### src/rtl/sgx_pkg.sv
package sgx_pkg;

   typedef enum logic [3:0] {
      ST_IDLE_K,
      ST_IDLE_D,
      ST_SOP,
      ST_PRE,
      ST_SFD,
      ST_DATA,
      ST_EPD_T,
      ST_EPD_R,
      ST_EPD_R2
   } sgx_state_e;

   localparam logic [7:0] CG_COMMA  = 8'hBC;
   localparam logic [7:0] CG_IDLE_D = 8'h50;
   localparam logic [7:0] CG_SOP    = 8'hFB;
   localparam logic [7:0] CG_TERM   = 8'hFD;
   localparam logic [7:0] CG_EXT    = 8'hF7;

endpackage

### src/rtl/sgx_start_arm.sv
module sgx_start_arm (
   input  logic clk,
   input  logic rst_n,
   input  logic start_i,
   input  logic consume_i,
   output logic armed_o
);
   logic armed_q;

   always_ff @(posedge clk) begin
      if (!rst_n) armed_q <= 1'b0;
      else        armed_q <= start_i | (armed_q & ~consume_i);
   end

   assign armed_o = armed_q;
endmodule

### src/rtl/sgx_lane_parity.sv
module sgx_lane_parity (
   input  logic clk,
   input  logic rst_n,
   input  logic realign_i,
   output logic odd_o
);
   // odd_q is the parity of the position of the code group loaded next
   logic odd_q;

   always_ff @(posedge clk) begin
      if (!rst_n)         odd_q <= 1'b1;
      else if (realign_i) odd_q <= 1'b1;
      else                odd_q <= ~odd_q;
   end

   assign odd_o = odd_q;
endmodule

### src/rtl/sgx_pre_count.sv
module sgx_pre_count #(
   parameter int PRE_LEN = 6
) (
   input  logic clk,
   input  logic rst_n,
   input  logic load_i,
   input  logic step_i,
   output logic last_o
);
   localparam int CW = (PRE_LEN < 2) ? 1 : $clog2(PRE_LEN + 1);

   generate
      if (PRE_LEN < 1) begin : g_bad
         $error("sgx_pre_count: PRE_LEN must be at least 1");
      end
      if (PRE_LEN == 1) begin : g_single
         assign last_o = 1'b1;
      end else begin : g_multi
         logic [CW-1:0] cnt_q;
         always_ff @(posedge clk) begin
            if (!rst_n)      cnt_q <= '0;
            else if (load_i) cnt_q <= CW'(PRE_LEN);
            else if (step_i) cnt_q <= cnt_q - CW'(1);
         end
         assign last_o = (cnt_q == CW'(1));
      end
   endgenerate
endmodule

### src/rtl/sgx_seq_fsm.sv
module sgx_seq_fsm
   import sgx_pkg::*;
(
   input  logic       clk,
   input  logic       rst_n,
   input  logic       armed_i,
   input  logic       pre_last_i,
   input  logic       end_i,
   input  logic       odd_i,
   output sgx_state_e state_o,
   output logic       consume_o,
   output logic       rd_o,
   output logic       realign_o,
   output logic       pre_load_o,
   output logic       pre_step_o
);
   sgx_state_e st_q, st_n;

   always_ff @(posedge clk) begin
      if (!rst_n) st_q <= ST_IDLE_D;
      else        st_q <= st_n;
   end

   always_comb begin
      st_n = st_q;
      unique case (st_q)
         ST_IDLE_K: st_n = ST_IDLE_D;
         ST_IDLE_D: st_n = armed_i ? ST_SOP : ST_IDLE_K;
         ST_SOP:    st_n = ST_PRE;
         ST_PRE:    st_n = pre_last_i ? ST_SFD : ST_PRE;
         ST_SFD:    st_n = ST_DATA;
         ST_DATA:   st_n = end_i ? ST_EPD_T : ST_DATA;
         ST_EPD_T:  st_n = ST_EPD_R;
         ST_EPD_R:  st_n = odd_i ? ST_IDLE_K : ST_EPD_R2;
         ST_EPD_R2: st_n = ST_IDLE_K;
         default:   st_n = ST_IDLE_K;
      endcase
   end

   assign state_o    = st_q;
   assign consume_o  = (st_q == ST_IDLE_D) && armed_i;
   assign rd_o       = (st_q == ST_SFD) || (st_q == ST_DATA);
   assign realign_o  = (st_q == ST_IDLE_K);
   assign pre_load_o = (st_q == ST_SOP);
   assign pre_step_o = (st_q == ST_PRE);
endmodule

### src/rtl/sgx_cg_mux.sv
module sgx_cg_mux
   import sgx_pkg::*;
#(
   parameter int         CG_W     = 8,
   parameter logic [7:0] PRE_BYTE = 8'h55,
   parameter logic [7:0] SFD_BYTE = 8'hD5
) (
   input  sgx_state_e      state_i,
   input  logic [CG_W-1:0] fifo_d_i,
   output logic [CG_W-1:0] cg_o,
   output logic            k_o
);
   always_comb begin
      cg_o = CG_COMMA;
      k_o  = 1'b1;
      unique case (state_i)
         ST_IDLE_K: begin cg_o = CG_COMMA;  k_o = 1'b1; end
         ST_IDLE_D: begin cg_o = CG_IDLE_D; k_o = 1'b0; end
         ST_SOP:    begin cg_o = CG_SOP;    k_o = 1'b1; end
         ST_PRE:    begin cg_o = PRE_BYTE;  k_o = 1'b0; end
         ST_SFD:    begin cg_o = SFD_BYTE;  k_o = 1'b0; end
         ST_DATA:   begin cg_o = fifo_d_i;  k_o = 1'b0; end
         ST_EPD_T:  begin cg_o = CG_TERM;   k_o = 1'b1; end
         ST_EPD_R,
         ST_EPD_R2: begin cg_o = CG_EXT;    k_o = 1'b1; end
         default:   begin cg_o = CG_COMMA;  k_o = 1'b1; end
      endcase
   end
endmodule

### src/rtl/sgx_tx_seq.sv
module sgx_tx_seq
   import sgx_pkg::*;
#(
   parameter int         CG_W     = 8,
   parameter int         PRE_LEN  = 6,
   parameter logic [7:0] PRE_BYTE = 8'h55,
   parameter logic [7:0] SFD_BYTE = 8'hD5
) (
   input  logic            clk,
   input  logic            rst_n,
   input  logic            tx_start,
   input  logic [CG_W-1:0] fifo_d,
   input  logic            tx_fifo_empty,
   input  logic            tx_last_byte,
   output logic            tx_fifo_re,
   output logic [CG_W-1:0] tx_data,
   output logic            tx_k
);
   generate
      if (CG_W != 8) begin : g_bad_width
         $error("sgx_tx_seq: code groups are octets, CG_W must be 8");
      end
      if (PRE_LEN < 1) begin : g_bad_pre
         $error("sgx_tx_seq: PRE_LEN must be at least 1");
      end
   endgenerate

   sgx_state_e      state;
   logic            armed, consume, rd, realign, odd;
   logic            pre_load, pre_step, pre_last;
   logic [CG_W-1:0] cg_n;
   logic            k_n;
   logic [CG_W-1:0] cg_q;
   logic            k_q;

   sgx_start_arm arm_i (
      .clk(clk), .rst_n(rst_n), .start_i(tx_start),
      .consume_i(consume), .armed_o(armed)
   );

   sgx_lane_parity par_i (
      .clk(clk), .rst_n(rst_n), .realign_i(realign), .odd_o(odd)
   );

   sgx_pre_count #(.PRE_LEN(PRE_LEN)) pre_i (
      .clk(clk), .rst_n(rst_n), .load_i(pre_load),
      .step_i(pre_step), .last_o(pre_last)
   );

   sgx_seq_fsm fsm_i (
      .clk(clk), .rst_n(rst_n), .armed_i(armed), .pre_last_i(pre_last),
      .end_i(tx_last_byte | tx_fifo_empty), .odd_i(odd),
      .state_o(state), .consume_o(consume), .rd_o(rd),
      .realign_o(realign), .pre_load_o(pre_load), .pre_step_o(pre_step)
   );

   sgx_cg_mux #(.CG_W(CG_W), .PRE_BYTE(PRE_BYTE), .SFD_BYTE(SFD_BYTE)) mux_i (
      .state_i(state), .fifo_d_i(fifo_d), .cg_o(cg_n), .k_o(k_n)
   );

   always_ff @(posedge clk) begin
      if (!rst_n) begin
         cg_q <= CG_COMMA;
         k_q  <= 1'b1;
      end else begin
         cg_q <= cg_n;
         k_q  <= k_n;
      end
   end

   assign tx_data    = cg_q;
   assign tx_k       = k_q;
   assign tx_fifo_re = rd;
endmodule

### config.mk
export PLATFORM = sky130hd
export DESIGN_NAME = sgx_tx_seq
export DESIGN_NICKNAME = d
export VERILOG_FILES = /design/src/rtl/sgx_pkg.sv /design/src/rtl/sgx_start_arm.sv /design/src/rtl/sgx_lane_parity.sv /design/src/rtl/sgx_pre_count.sv /design/src/rtl/sgx_seq_fsm.sv /design/src/rtl/sgx_cg_mux.sv /design/src/rtl/sgx_tx_seq.sv
export SDC_FILE = /design/constraint.sdc
export NUM_CORES = 1
export LEC_CHECK = 0
export BUFFER_PORTS_ARGS = -buffer_cell sky130_fd_sc_hd__buf_2
export CORE_MARGIN = 2
export CORE_UTILIZATION = 50
export DETAILED_ROUTE_END_ITERATION = 8
export GPL_TIMING_DRIVEN = 0
export HOLD_SLACK_MARGIN = 0.12
export PLACE_DENSITY = 0.77
export SYNTH_ARGS = -nofsm -noshare
export SYNTH_HDL_FRONTEND = slang
export SYNTH_SLANG_ARGS = --single-unit
### constraint.sdc
create_clock -name clk -period 1.7 [get_ports clk]
set_input_delay 0.17 -clock clk [delete_from_list [all_inputs] [get_ports clk]]
set_output_delay 0.17 -clock clk [all_outputs]
set_load 0.05 [all_outputs]
==> results.ini <==
[synth]
postSynthAreaPerCell_um2 = 8.56
synth_top_family_by_area = compound AO/OA/AOI/OAI gates
yosysMostFrequentCell = dfxtp_1
synth_edf_count = 0
synth_top_area_cell = dfxtp_1
async_reset_ff_share_pct = 0
yosys_warnings = 0
yosys.area_share.simple_pct = 22.2
synth-main-ff-cell = dfxtp_1
netlist_area_um2 = 822
synth_fa_ha_area_share_pct = 3.04
synth_cell_types = 32
synth_top_cell_area_share_pct = 43.8
synth_compound_area_share_pct = 23.7
synth_common_cells = 18 x dfxtp_1, 9 x a21oi_1, 8 x inv_1, 7 x nand2_1, 6 x o21ai_0
synthTopCellsByArea = dfxtp_1 44%, a21oi_1 5.5%, nand2b_1 3.8%
yosysSeqAreaShare_pct = 43.8
synth-seq-cells = 18
synth.area.mux_share_pct = 0
syn_nets = 111
synthXorXnorAreaFrac_pct = 0
synthCells = 96

[cts]
cts_root_buffer = clkbuf_4
clk_latency_ns = 0.28
postCtsSetupBuffers = 0
htree_levels = 1
clock_path_buffers = 2
cts_tree = done
numClockSinks = 18
cts_inserted_buffers = 3
clkTransAtPathRegs_ns = 0.09

[global_routing]
grt_max_degree = 20
grt_pass1_wl_um = 3040
grt_usage_pct = 20.7
grt_pass1_vias = 752
grt_overflow_total = 0
antenna_found_initial = 0

[critical_path]
cp_cell_sequence = buf_2 > inv_1 > nor3_2 > buf_4
cpPeakStageDelay_ns = 0.34
crit_family = buffers and inverters
required_ns = 1.53
critPathArrivalTime_ns = 1.41
worst_path_max_delay_cell = dfxtp_1
critPathLaunchType = flop
cp-end-kind = output pin
reg2reg_from = fsm_i.state_o[2]
worst-setup-path-type = reg2out
crit_buf_inv = 3
crit_path_max_fanout = 19
worstSetupStartpoint = fsm_i.state_o[2]

[layout]
multiInputGateArea_um2 = 408
drive_above_1_share_pct = 25.2
finalNonFillerCells = 139
fillers = 137
fin_nets = 140
area_growth_pct = 22.7
antenna_cells = 0
layout.area.seq_um2 = 360

[timing]
period_needed_ns = 1.58
max-slew-margin-rel_pct = 71.6
hold_viol = 0
setup_violations = 0
tightestPinTransition_ns = 0.426
setup-tns-final_ns = 0
final_max_slew_viol_count = 0
post-route-period-util_pct = 93.0
setup_slack_ns = 0.119
max_freq_mhz = 633
rsz0062_at_grt = no
finalClockSkew_ns = 0.000841

[power_and_ir_drop]
p_int_uw = 613
p_comb_share_pct = 24.2
p_leak_nw = 0.427
seq_power_share_pct = 53.1
p_per_area_nw_per_um2 = 891
p_clk_share_pct = 22.7
p_sw_uw = 285
irDropWorstVdd_mv = 0.585
swShare_pct = 31.8

[hold_path]
hold_path.class = in2reg
min_from = fifo_d[5]

[outcome]
outcome = complete, no violations

[drt]
drt-initial-drc-count = 17
ant_nets = 0
avgRoutedWirePerCell_um = 12.7
drc = 0
first_pass_iters = 4
totalWireLength_um = 1770
vias_per_cell = 5.61
num_vias = 780

[die]
die_width_um = 44.5
num_io_pins = 23
rows = 14
dieHeight_um = 44.5
fp.coreArea_um2 = 1520
dieArea_um2 = 1980
start_util_pct = 53.9

[placement]
place_hpwl_um = 1330
dp_slack_ns = 0.273
place_inst = 134
port_buffers = 22
gp_congestion = 0.798

[run]
maxCapViolCount = 0

==> tightest hold or removal path, cell delays in order <==
cell	delay, ns
buf_2	0.08
a21oi_1	0.05
o21ai_1	0.10
==> placed cells by master (no fill, tap or decap), types with 2 or more instances in the layout <==
master / count
o21ai_1: 2
nor2_1: 5
a21oi_1: 9
buf_2: 22
a31oi_1: 3
o211ai_1: 2
dlygate4sd3_1: 3
ha_1: 2
or3_1: 2
nand2b_1: 5
inv_1: 8
buf_4: 2
or3b_1: 2
nand2_1: 7
o21a_1: 2
clkbuf_4: 3
dfxtp_1: 18
nand3_1: 2
o21ai_0: 6
a311oi_1: 2
==> cell type report <==
| type | instances | share of cell area [%] |
|---|---|---|
| Multi-Input combinational cell | 64 | 40.4 |
| Sequential cell | 18 | 35.7 |
| Timing Repair Buffer | 25 | 14.1 |
| Inverter | 9 | 3.35 |
| Clock buffer | 3 | 2.23 |
| Buffer | 4 | 2.11 |
| Tap cell | 16 | 1.99 |
==> path summary, 6_finish.rpt <==
check | end | slack (ns) | cells past startpoint
worst max-delay path | tx_fifo_re | 0.12 | 4
worst min-delay path | tx_data[5] | 0.14 | 3
worst max register to register | tx_data[1] | 0.40 | 4
worst min register to register | par_i.odd_o | 0.40 | 1
==> per-stage QoR <==
stage / instance area [um2] / util [%] / hold WS [ns] / total power, mW
global placement: 957 / 62.8 / 0.354 / 0.694
CTS: 1010 / 66.1 / 0.138 / 0.907
detailed placement: 957 / 62.8 / 0.362 / 0.699
floorplan: 827 / - / 0.269 / 0.640
finish: 1010 / 66.2 / 0.142 / 0.899
global route: 1010 / 66.2 / 0.144 / 0.946
==> metal layers <==
metal  vias up  wire (um)  global-route usage [%]
li1        395          -                       -
met1       355        757                    24.4
met2        24        876                    35.4
met3         6         98                    4.08
met4         0         36                    10.3
met5         -          0                       0
==> power groups by stage <==
stage / Combinational [mW] / Sequential [mW] / Clock [mW]
3_3_place_gp: 0.208 / 0.486 / 0
3_5_place_dp: 0.213 / 0.486 / 0
4_1_cts: 0.218 / 0.477 / 0.212
5_1_grt: 0.238 / 0.482 / 0.225
2_1_floorplan: 0.0952 / 0.545 / 0
6_report: 0.218 / 0.477 / 0.204
==> flip-flops by register name (all words and copies together) (netlist names) <==
register,cells
arm_i.armed_o,1
par_i.odd_o,1
pre_i.g_multi.cnt_q,3
tx_data,8
fsm_i.state_o,4
tx_k,1
==> what timing repair did <==
item	4_1_cts	5_1_grt
endpoints found under the hold margin	3	0
hold buffers	3	0
endpoints found under the setup margin	1	1
gates resized for setup	1	2
==> logic make-up (layout without fill, tap and decap cells) <==
kind of cell / after synthesis / count (layout)
compound gates: 31 / 31
fa+ha+maj: 2 / 2
buf+inv: 14 / 41
flops: 18 / 18
simple gates: 31 / 31
Power figures use the tool's default switching activity.
